$ cat src/rtl/gpr_pkg.sv
package gpr_pkg;
    localparam int GPR_W   = 16;
    localparam int GPR_N   = 4;
    localparam int IDX_ACC = 0;
    localparam int IDX_CNT = 2;
    localparam int IDX_DAT = 3;
endpackage

$ cat src/rtl/gpr_sel_decode.sv
module gpr_sel_decode #(
    parameter int N  = gpr_pkg::GPR_N,
    localparam int IW = $clog2(N),
    localparam int SW = IW + 1
) (
    input  logic [SW-1:0] sel,
    input  logic          byte_mode,
    output logic [IW-1:0] idx,
    output logic          hi_half
);
    assign idx     = sel[IW-1:0];
    assign hi_half = byte_mode & sel[IW];
endmodule

$ cat src/rtl/gpr_read_port.sv
module gpr_read_port #(
    parameter int N  = gpr_pkg::GPR_N,
    parameter int DW = gpr_pkg::GPR_W,
    localparam int IW = $clog2(N),
    localparam int SW = IW + 1,
    localparam int HW = DW / 2
) (
    input  logic [N-1:0][DW-1:0] regs,
    input  logic [SW-1:0]        sel,
    input  logic                 byte_mode,
    output logic [DW-1:0]        data
);
    logic [IW-1:0] idx;
    logic          hi_half;
    logic [DW-1:0] word;

    gpr_sel_decode #(.N(N)) i_dec (
        .sel(sel), .byte_mode(byte_mode), .idx(idx), .hi_half(hi_half)
    );

    assign word = regs[idx];

    always_comb begin
        if (!byte_mode)
            data = word;
        else if (hi_half)
            data = {{HW{1'b0}}, word[DW-1:HW]};
        else
            data = {{HW{1'b0}}, word[HW-1:0]};
    end
endmodule

$ cat src/rtl/gpr_cell.sv
module gpr_cell #(
    parameter int DW = gpr_pkg::GPR_W,
    localparam int HW = DW / 2
) (
    input  logic          clk,
    input  logic          rst_n,
    input  logic          port_hit,
    input  logic [1:0]    port_mask,
    input  logic [DW-1:0] port_data,
    input  logic          alt_en,
    input  logic [DW-1:0] alt_data,
    output logic [DW-1:0] q
);
    always_ff @(posedge clk or negedge rst_n) begin
        if (!rst_n) begin
            q <= '0;
        end else if (port_hit) begin
            if (port_mask[0]) q[HW-1:0]  <= port_data[HW-1:0];
            if (port_mask[1]) q[DW-1:HW] <= port_data[DW-1:HW];
        end else if (alt_en) begin
            q <= alt_data;
        end
    end
endmodule

$ cat src/rtl/gpr_file.sv
module gpr_file #(
    parameter int N       = gpr_pkg::GPR_N,
    parameter int DW      = gpr_pkg::GPR_W,
    parameter int ACC_IDX = gpr_pkg::IDX_ACC,
    parameter int CNT_IDX = gpr_pkg::IDX_CNT,
    parameter int DAT_IDX = gpr_pkg::IDX_DAT,
    localparam int IW = $clog2(N),
    localparam int SW = IW + 1,
    localparam int HW = DW / 2
) (
    input  logic            clk,
    input  logic            rst_n,
    input  logic [SW-1:0]   rd0_sel,
    input  logic            rd0_byte,
    output logic [DW-1:0]   rd0_data,
    input  logic [SW-1:0]   rd1_sel,
    input  logic            rd1_byte,
    output logic [DW-1:0]   rd1_data,
    input  logic            wr_en,
    input  logic [SW-1:0]   wr_sel,
    input  logic            wr_byte,
    input  logic [DW-1:0]   wr_data,
    input  logic            dec_en,
    output logic            cnt_zero,
    input  logic            mul_en,
    input  logic [2*DW-1:0] mul_prod
);
    logic [N-1:0][DW-1:0] regs_q;
    logic [IW-1:0]        wr_idx;
    logic                 wr_hi;
    logic [1:0]           wr_mask;
    logic [DW-1:0]        wr_aligned;

    gpr_sel_decode #(.N(N)) i_wdec (
        .sel(wr_sel), .byte_mode(wr_byte), .idx(wr_idx), .hi_half(wr_hi)
    );

    always_comb begin
        if (!wr_byte) begin
            wr_mask    = 2'b11;
            wr_aligned = wr_data;
        end else begin
            wr_mask    = wr_hi ? 2'b10 : 2'b01;
            wr_aligned = {wr_data[HW-1:0], wr_data[HW-1:0]};
        end
    end

    for (genvar g = 0; g < N; g++) begin : g_reg
        logic          alt_en;
        logic [DW-1:0] alt_data;

        if (g == CNT_IDX) begin : g_cnt
            assign alt_en   = dec_en;
            assign alt_data = regs_q[g] - DW'(1);
        end else if (g == DAT_IDX) begin : g_dat
            assign alt_en   = mul_en;
            assign alt_data = mul_prod[2*DW-1:DW];
        end else if (g == ACC_IDX) begin : g_acc
            assign alt_en   = mul_en;
            assign alt_data = mul_prod[DW-1:0];
        end else begin : g_plain
            assign alt_en   = 1'b0;
            assign alt_data = '0;
        end

        gpr_cell #(.DW(DW)) i_cell (
            .clk(clk), .rst_n(rst_n),
            .port_hit(wr_en && (wr_idx == IW'(g))),
            .port_mask(wr_mask), .port_data(wr_aligned),
            .alt_en(alt_en), .alt_data(alt_data),
            .q(regs_q[g])
        );
    end

    assign cnt_zero = dec_en && (regs_q[CNT_IDX] == DW'(1));

    gpr_read_port #(.N(N), .DW(DW)) i_rp0 (
        .regs(regs_q), .sel(rd0_sel), .byte_mode(rd0_byte), .data(rd0_data)
    );
    gpr_read_port #(.N(N), .DW(DW)) i_rp1 (
        .regs(regs_q), .sel(rd1_sel), .byte_mode(rd1_byte), .data(rd1_data)
    );
endmodule

$ cat config.mk
export PLATFORM = sky130hd
export DESIGN_NAME = gpr_file
export DESIGN_NICKNAME = d
export VERILOG_FILES = /design/src/rtl/gpr_pkg.sv /design/src/rtl/gpr_sel_decode.sv /design/src/rtl/gpr_read_port.sv /design/src/rtl/gpr_cell.sv /design/src/rtl/gpr_file.sv
export SDC_FILE = /design/constraint.sdc
export NUM_CORES = 1
export LEC_CHECK = 0
export BUFFER_PORTS_ARGS = -buffer_cell sky130_fd_sc_hd__buf_2
export CORE_MARGIN = 2
export CORE_UTILIZATION = 50
export DETAILED_ROUTE_END_ITERATION = 16
export HOLD_SLACK_MARGIN = 0.06
export PLACE_DENSITY = 0.84
export SYNTH_ARGS = -nofsm -noshare
export SYNTH_HDL_FRONTEND = slang
export SYNTH_SLANG_ARGS = --single-unit
$ cat constraint.sdc
create_clock -name clk -period 3.8 [get_ports clk]
set_input_delay 0.95 -clock clk [delete_from_list [all_inputs] [get_ports clk]]
set_output_delay 0.95 -clock clk [all_outputs]
set_load 0.05 [all_outputs]
**After elaboration in Yosys (flattened, before gate mapping)**

Cells that the tools add are included.

- Output and inout port bits: 33
- Input bits: 65
- Word-level logic and storage cells: 60
- Register bits: 64

- Order comparisons: 2
- Bitwise gates (word level): 3
- Reduce and logical (&&, ||, !) cells: 17
- Equal/unequal tests: 10
- Muxes and demuxes: 19
- Add/subtract/negate cells: 1

Operators with widths:

| cell | count |
|---|---|
| $mux 16 | 11 |
| $bmux 16 s2 | 2 |
| $mux 8 | 4 |
| $eq 16x1->1 const B | 1 |
| $reduce_and 2->1 | 8 |
| $sub 16x1->16 const B | 1 |
| $ne 2x2->1 const B | 6 |
| $lt 2x3->1 const B | 2 |
| $reduce_bool 2->1 | 3 |
| $logic_and 1x1->1 | 5 |
| $eq 2x2->1 const B | 2 |
| $mux 2 | 2 |
| $and 1x1->1 | 3 |
| $eq 2x1->1 const B | 1 |
| $logic_not 2->1 | 1 |

**Longest topological paths before layout**

- Depth after elaboration: 5
- Depth in mapped cells: 6
- Gate-level depth less buffers: 6

**By module**

A second synthesis with hierarchy kept.

- Cell total of the unflattened synthesis: 496
- Area, all modules: 5521.5 um2

By module, submodules not included:

| module | seq. area each (um2) | area each (um2) | times used | cells each |
|---|---|---|---|---|
| gpr_cell | 400.4 | 942.2 | 4 | 70 |
| gpr_read_port | 0.0 | 616.8 | 2 | 73 |
| gpr_file | 0.0 | 455.4 | 1 | 61 |
| gpr_sel_decode | 0.0 | 21.3 | 3 | 3 |

**Worst setup path before layout**

Ideal clock, no wire load.

- Path type: register to output
- Start: reg g_reg[2].i_cell.q[7]
- End: out cnt_zero
- Cell stages (with the launch flop): 5
- Required time: 2.850 ns
- Arrival: 2.932 ns
- Slack: -0.082 ns
- Path buffers: 1
- Path through: dfrtp_1 or4_1 buf_2 or3_4 nor4_1

- Cells in the longest elaborated chain, start to end: 2

Ends and longest elaborated chain:

| element | line | source |
|---|---|---|
| from (decl) | gpr_cell.sv:12 | `output logic [DW-1:0] q` |
| from (signal, indexed assignment) | gpr_cell.sv:18 | `if (port_mask[0]) q[HW-1:0] <= port_data[HW-1:0];` |
| from (signal, indexed assignment) | gpr_cell.sv:19 | `if (port_mask[1]) q[DW-1:HW] <= port_data[DW-1:HW];` |
| from (signal assigned) | gpr_cell.sv:21 | `q <= alt_data;` |
| $eq 16x1->1 | gpr_file.sv:75 | `assign cnt_zero = dec_en && (regs_q[CNT_IDX] == DW'(1));` |
| $logic_and 1x1->1 | gpr_file.sv:75 |  |
| to (decl) | gpr_file.sv:24 | `output logic cnt_zero,` |

Every way passes these cells.

**Worst setup path after layout**

Same ends and word-level chain as after synthesis.

==> impl_metrics.py <==
metrics = {
    "status": {
        "outcome": "complete, no violations",
    },
    "logic_synthesis": {
        "synth_cells": 418,
        "ys_seq_area_share_pct": 37.27,
        "synth-async-reset-ratio_pct": 100.0,
        "synth_edf_count": 0,
        "synth_fp_nets": 485,
        "syn_avg_cell_area_um2": 10.28,
        "synth_top_area_share_pct": 37.27,
        "ys_seq_elements": 64,
        "yosys-top-cells-area": "dfrtp_1, mux4_2, mux2i_1",
        "ys.warnings.count": 0,
        "synth_area_um2": 4297,
        "synth_area_leader_cell": "dfrtp_1",
        "synthFlopType": "dfrtp_1",
        "yosysUniqueCellTypes": 47,
    },
    "clock_tree": {
        "post_cts_buffers": 0,
        "numCtsBuffers": 9,
        "clock-sinks": 64,
        "cts_tree": "done",
        "clk_latency_ns": 0.35,
        "holdBufCountCts": 0,
        "path_clk_slew_ns": 0.07,
        "cts_resized": 0,
        "cts.path.max_buffers": 2,
        "root_buffer": "clkbuf_8",
        "h-tree-depth": 3,
    },
    "power_and_ir_drop": {
        "p_total_mw": 2.490,
        "switchingPower_mw": 1.007,
        "p_int_mw": 1.483,
        "pwr-share-comb_pct": 37.1,
        "p_seq_share_pct": 39.7,
        "p_leak_nw": 2.247,
        "switching_share_pct": 40.42,
        "p_clk_share_pct": 23.2,
        "p_per_area_nw_per_um2": 487.4,
        "max-vdd-ir-drop_mv": 0.2783,
    },
    "critical_path": {
        "critPathLaunchType": "flop",
        "r2r-start": "g_reg[2].i_cell.q[1]",
        "critPathTopFamily": "simple AND/OR/NAND/NOR gates",
        "required_ns": 2.85,
        "crit_fanout": 7,
        "r2r_cells": 6,
        "crit_chain": "or4_1 > or3_4 > nor4_2 > buf_2",
        "rr_endpoint": "g_reg[2].i_cell.q[10]",
        "cp_slowest_cell": "or4_1",
        "rrSetupSlack_ns": 1.63,
        "worst_ep_arrival_time_ns": 2.47,
        "crit_type": "reg2out",
        "slowest_delay_ns": 0.69,
        "crit_buf_inv": 1,
        "crit_path_end_kind": "output port",
    },
    "timing": {
        "period_needed_ns": 3.424,
        "rsz0062_at_grt": "no",
        "finClkSkew_ns": 0.007927,
        "holdWs_ns": 0.5098,
        "fmax_mhz": 292.1,
        "hold_viol": 0,
        "worstMarginPinSlew_ns": 1.110,
        "fin_crit_sh_pct": 90.10,
        "final-setup-viol-count": 0,
        "setup_tns_ns": 0,
        "maxSlewHeadroom_pct": 25.98,
        "slew_violations": 0,
    },
    "drt": {
        "wl_per_cell_um": 20.70,
        "wl_um": 12830,
        "via_per_inst": 6.298,
        "vias": 3905,
        "ant_nets": 0,
        "drtIter0Drc": 354,
        "dr.pass1.iters": 5,
        "post-route-drc-count": 0,
    },
    "job": {
        "drv_cap": 0,
    },
    "final_layout": {
        "largest_register": "g.i_cell.q",
        "fin_area_um2": 5109,
        "final_cells": 620,
        "diodes": 0,
        "final_nets": 577,
        "fillers": 675,
        "biggestRegsByFlops": "g.i_cell.q: 64 flops",
        "layout-drive-gt1-share_pct": 35.53,
        "largest_reg_flops": 64,
        "area_growth_pct": 18.90,
    },
    "floorplanning": {
        "dieArea_um2": 9351,
        "core_um2": 8258,
        "die_w_um": 96.70,
        "initial_core_util_pct": 52.03,
        "ioPinCount": 98,
        "rows": 33,
        "fp.dieH_um": 96.70,
    },
    "grt": {
        "grt_pass1_vias": 3873,
        "grt_max_degree": 50,
        "grt_usage_pct": 28.06,
        "antenna_found_initial": 0,
        "grt_pass1_wl_um": 20480,
        "gr-total-overflow": 0,
    },
    "min_path": {
        "hold_path.class": "reg2reg",
        "holdCritStartpoint": "g_reg[3].i_cell.q[14]",
        "hold_depth": 2,
        "min_to": "g_reg[3].i_cell.q[14]",
    },
    "placement": {
        "placed_area_um2": 4921,
        "io_buffers": 97,
        "routabilityCongestion": 0.9266,
        "dp_hpwl_um": 9622,
        "dp_cells": 604,
    },
}
[power groups by stage]
stage | Sequential, mW | Combinational, mW | Clock [mW]
6_report | 0.989 | 0.923 | 0.578
5_1_grt | 1.01 | 0.981 | 0.615
4_1_cts | 0.979 | 0.918 | 0.577
3_5_place_dp | 0.993 | 0.913 | 0
3_3_place_gp | 0.977 | 0.893 | 0
2_1_floorplan | 0.909 | 0.711 | 0
[cells in the final DEF, fill, tap and decap left out, types with 5 or more instances in the layout]
| master | synthesis | routed |
|---|---|---|
| mux2i_1 | 31 | 31 |
| nor2_1 | 31 | 31 |
| nand2_1 | 53 | 53 |
| mux2_2 | 25 | 25 |
| clkbuf_8 | 0 | 9 |
| buf_4 | 0 | 8 |
| nor4_1 | 8 | 7 |
| inv_1 | 5 | 5 |
| o21ai_0 | 51 | 51 |
| nor2b_1 | 17 | 17 |
| a21oi_1 | 25 | 25 |
| mux4_2 | 28 | 28 |
| nand3_1 | 7 | 7 |
| dfrtp_1 | 64 | 64 |
| buf_2 | 5 | 97 |
[per-stage QoR]
step / worst slack (ns) / util [%]
final: 0.3763 / 61.86
after global routing: 0.3275 / 61.86
after CTS: 0.4025 / 61.86
after detailed placement: 0.5509 / 59.59
after global placement: 0.5488 / 59.59
after floorplan: 0.2116 / -
[worst min-delay path, delay by kind of cell (launching register included)]
kind | cells | cell delay (ns)
AO/OA/AOI/OAI | 1 | 0.06
flip-flops | 1 | 0.36
AND/OR/NAND/NOR | 1 | 0.05
[per-layer routing]
layer / GRT usage (%) / up-vias / part of all wire, %
li1: - / 1740 / -
met1: 39.03 / 1893 / 40
met2: 43.75 / 239 / 47
met3: 6.503 / 33 / 10
met4: 9.534 / 0 / 2.9
met5: 0 / - / 0
[kinds of logic (layout without fill, tap and decap cells)]
family | after synthesis | count (layout) | synth area share (%)
simple gates | 140 | 140 | 16.05
compound gates | 92 | 92 | 12.14
mux | 88 | 88 | 30.90
flops | 64 | 64 | 37.27
buf+inv | 31 | 128 | 2.854
fa+ha+maj | 2 | 2 | 0.5823
xor+xnor | 1 | 1 | 0.2039
[cell usage after synthesis (all sizes together) (2+ instances only)]
| master | n |
|---|---|
| nor2b | 17 |
| dfrtp | 64 |
| o211ai | 2 |
| a32o | 2 |
| or3 | 4 |
| nand3 | 7 |
| nor4 | 8 |
| a21oi | 25 |
| mux2 | 25 |
| mux2i | 31 |
| or2 | 2 |
| mux4 | 32 |
| nor3b | 2 |
| inv | 5 |
| ha | 2 |
| a211o | 2 |
| clkbuf | 20 |
| o21ai | 51 |
| buf | 6 |
| nor2 | 31 |
| nand2 | 53 |
| or4 | 3 |
| nand2b | 2 |
| nor3 | 3 |
[how the worst max path moves through the flow]
stage                                     from            to  slack (ns)  cells after the start
after floorplan                     rd0_sel[0]  rd0_data[13]        0.21                      4
after global placement              rd0_sel[0]   rd0_data[3]        0.55                      5
after detailed placement            rd0_sel[0]   rd0_data[5]        0.55                      5
after CTS                 g_reg[2].i_cell.q[7]      cnt_zero        0.40                      4
after global routing      g_reg[2].i_cell.q[7]      cnt_zero        0.33                      4
final                     g_reg[2].i_cell.q[7]      cnt_zero        0.38                      4
[area by class of cell]
cell class / instances / area [um2] / area share, %
Clock buffer: 10 / 127.6 / 2.498
Clock inverter: 6 / 60.06 / 1.176
Inverter: 5 / 18.77 / 0.3674
Multi-Input combinational cell: 323 / 2584 / 50.58
Sequential cell: 64 / 1602 / 31.35
Tap cell: 105 / 131.4 / 2.572
Timing Repair Buffer: 107 / 585.6 / 11.46
No activity file was read; power rests on OpenSTA's default activity.
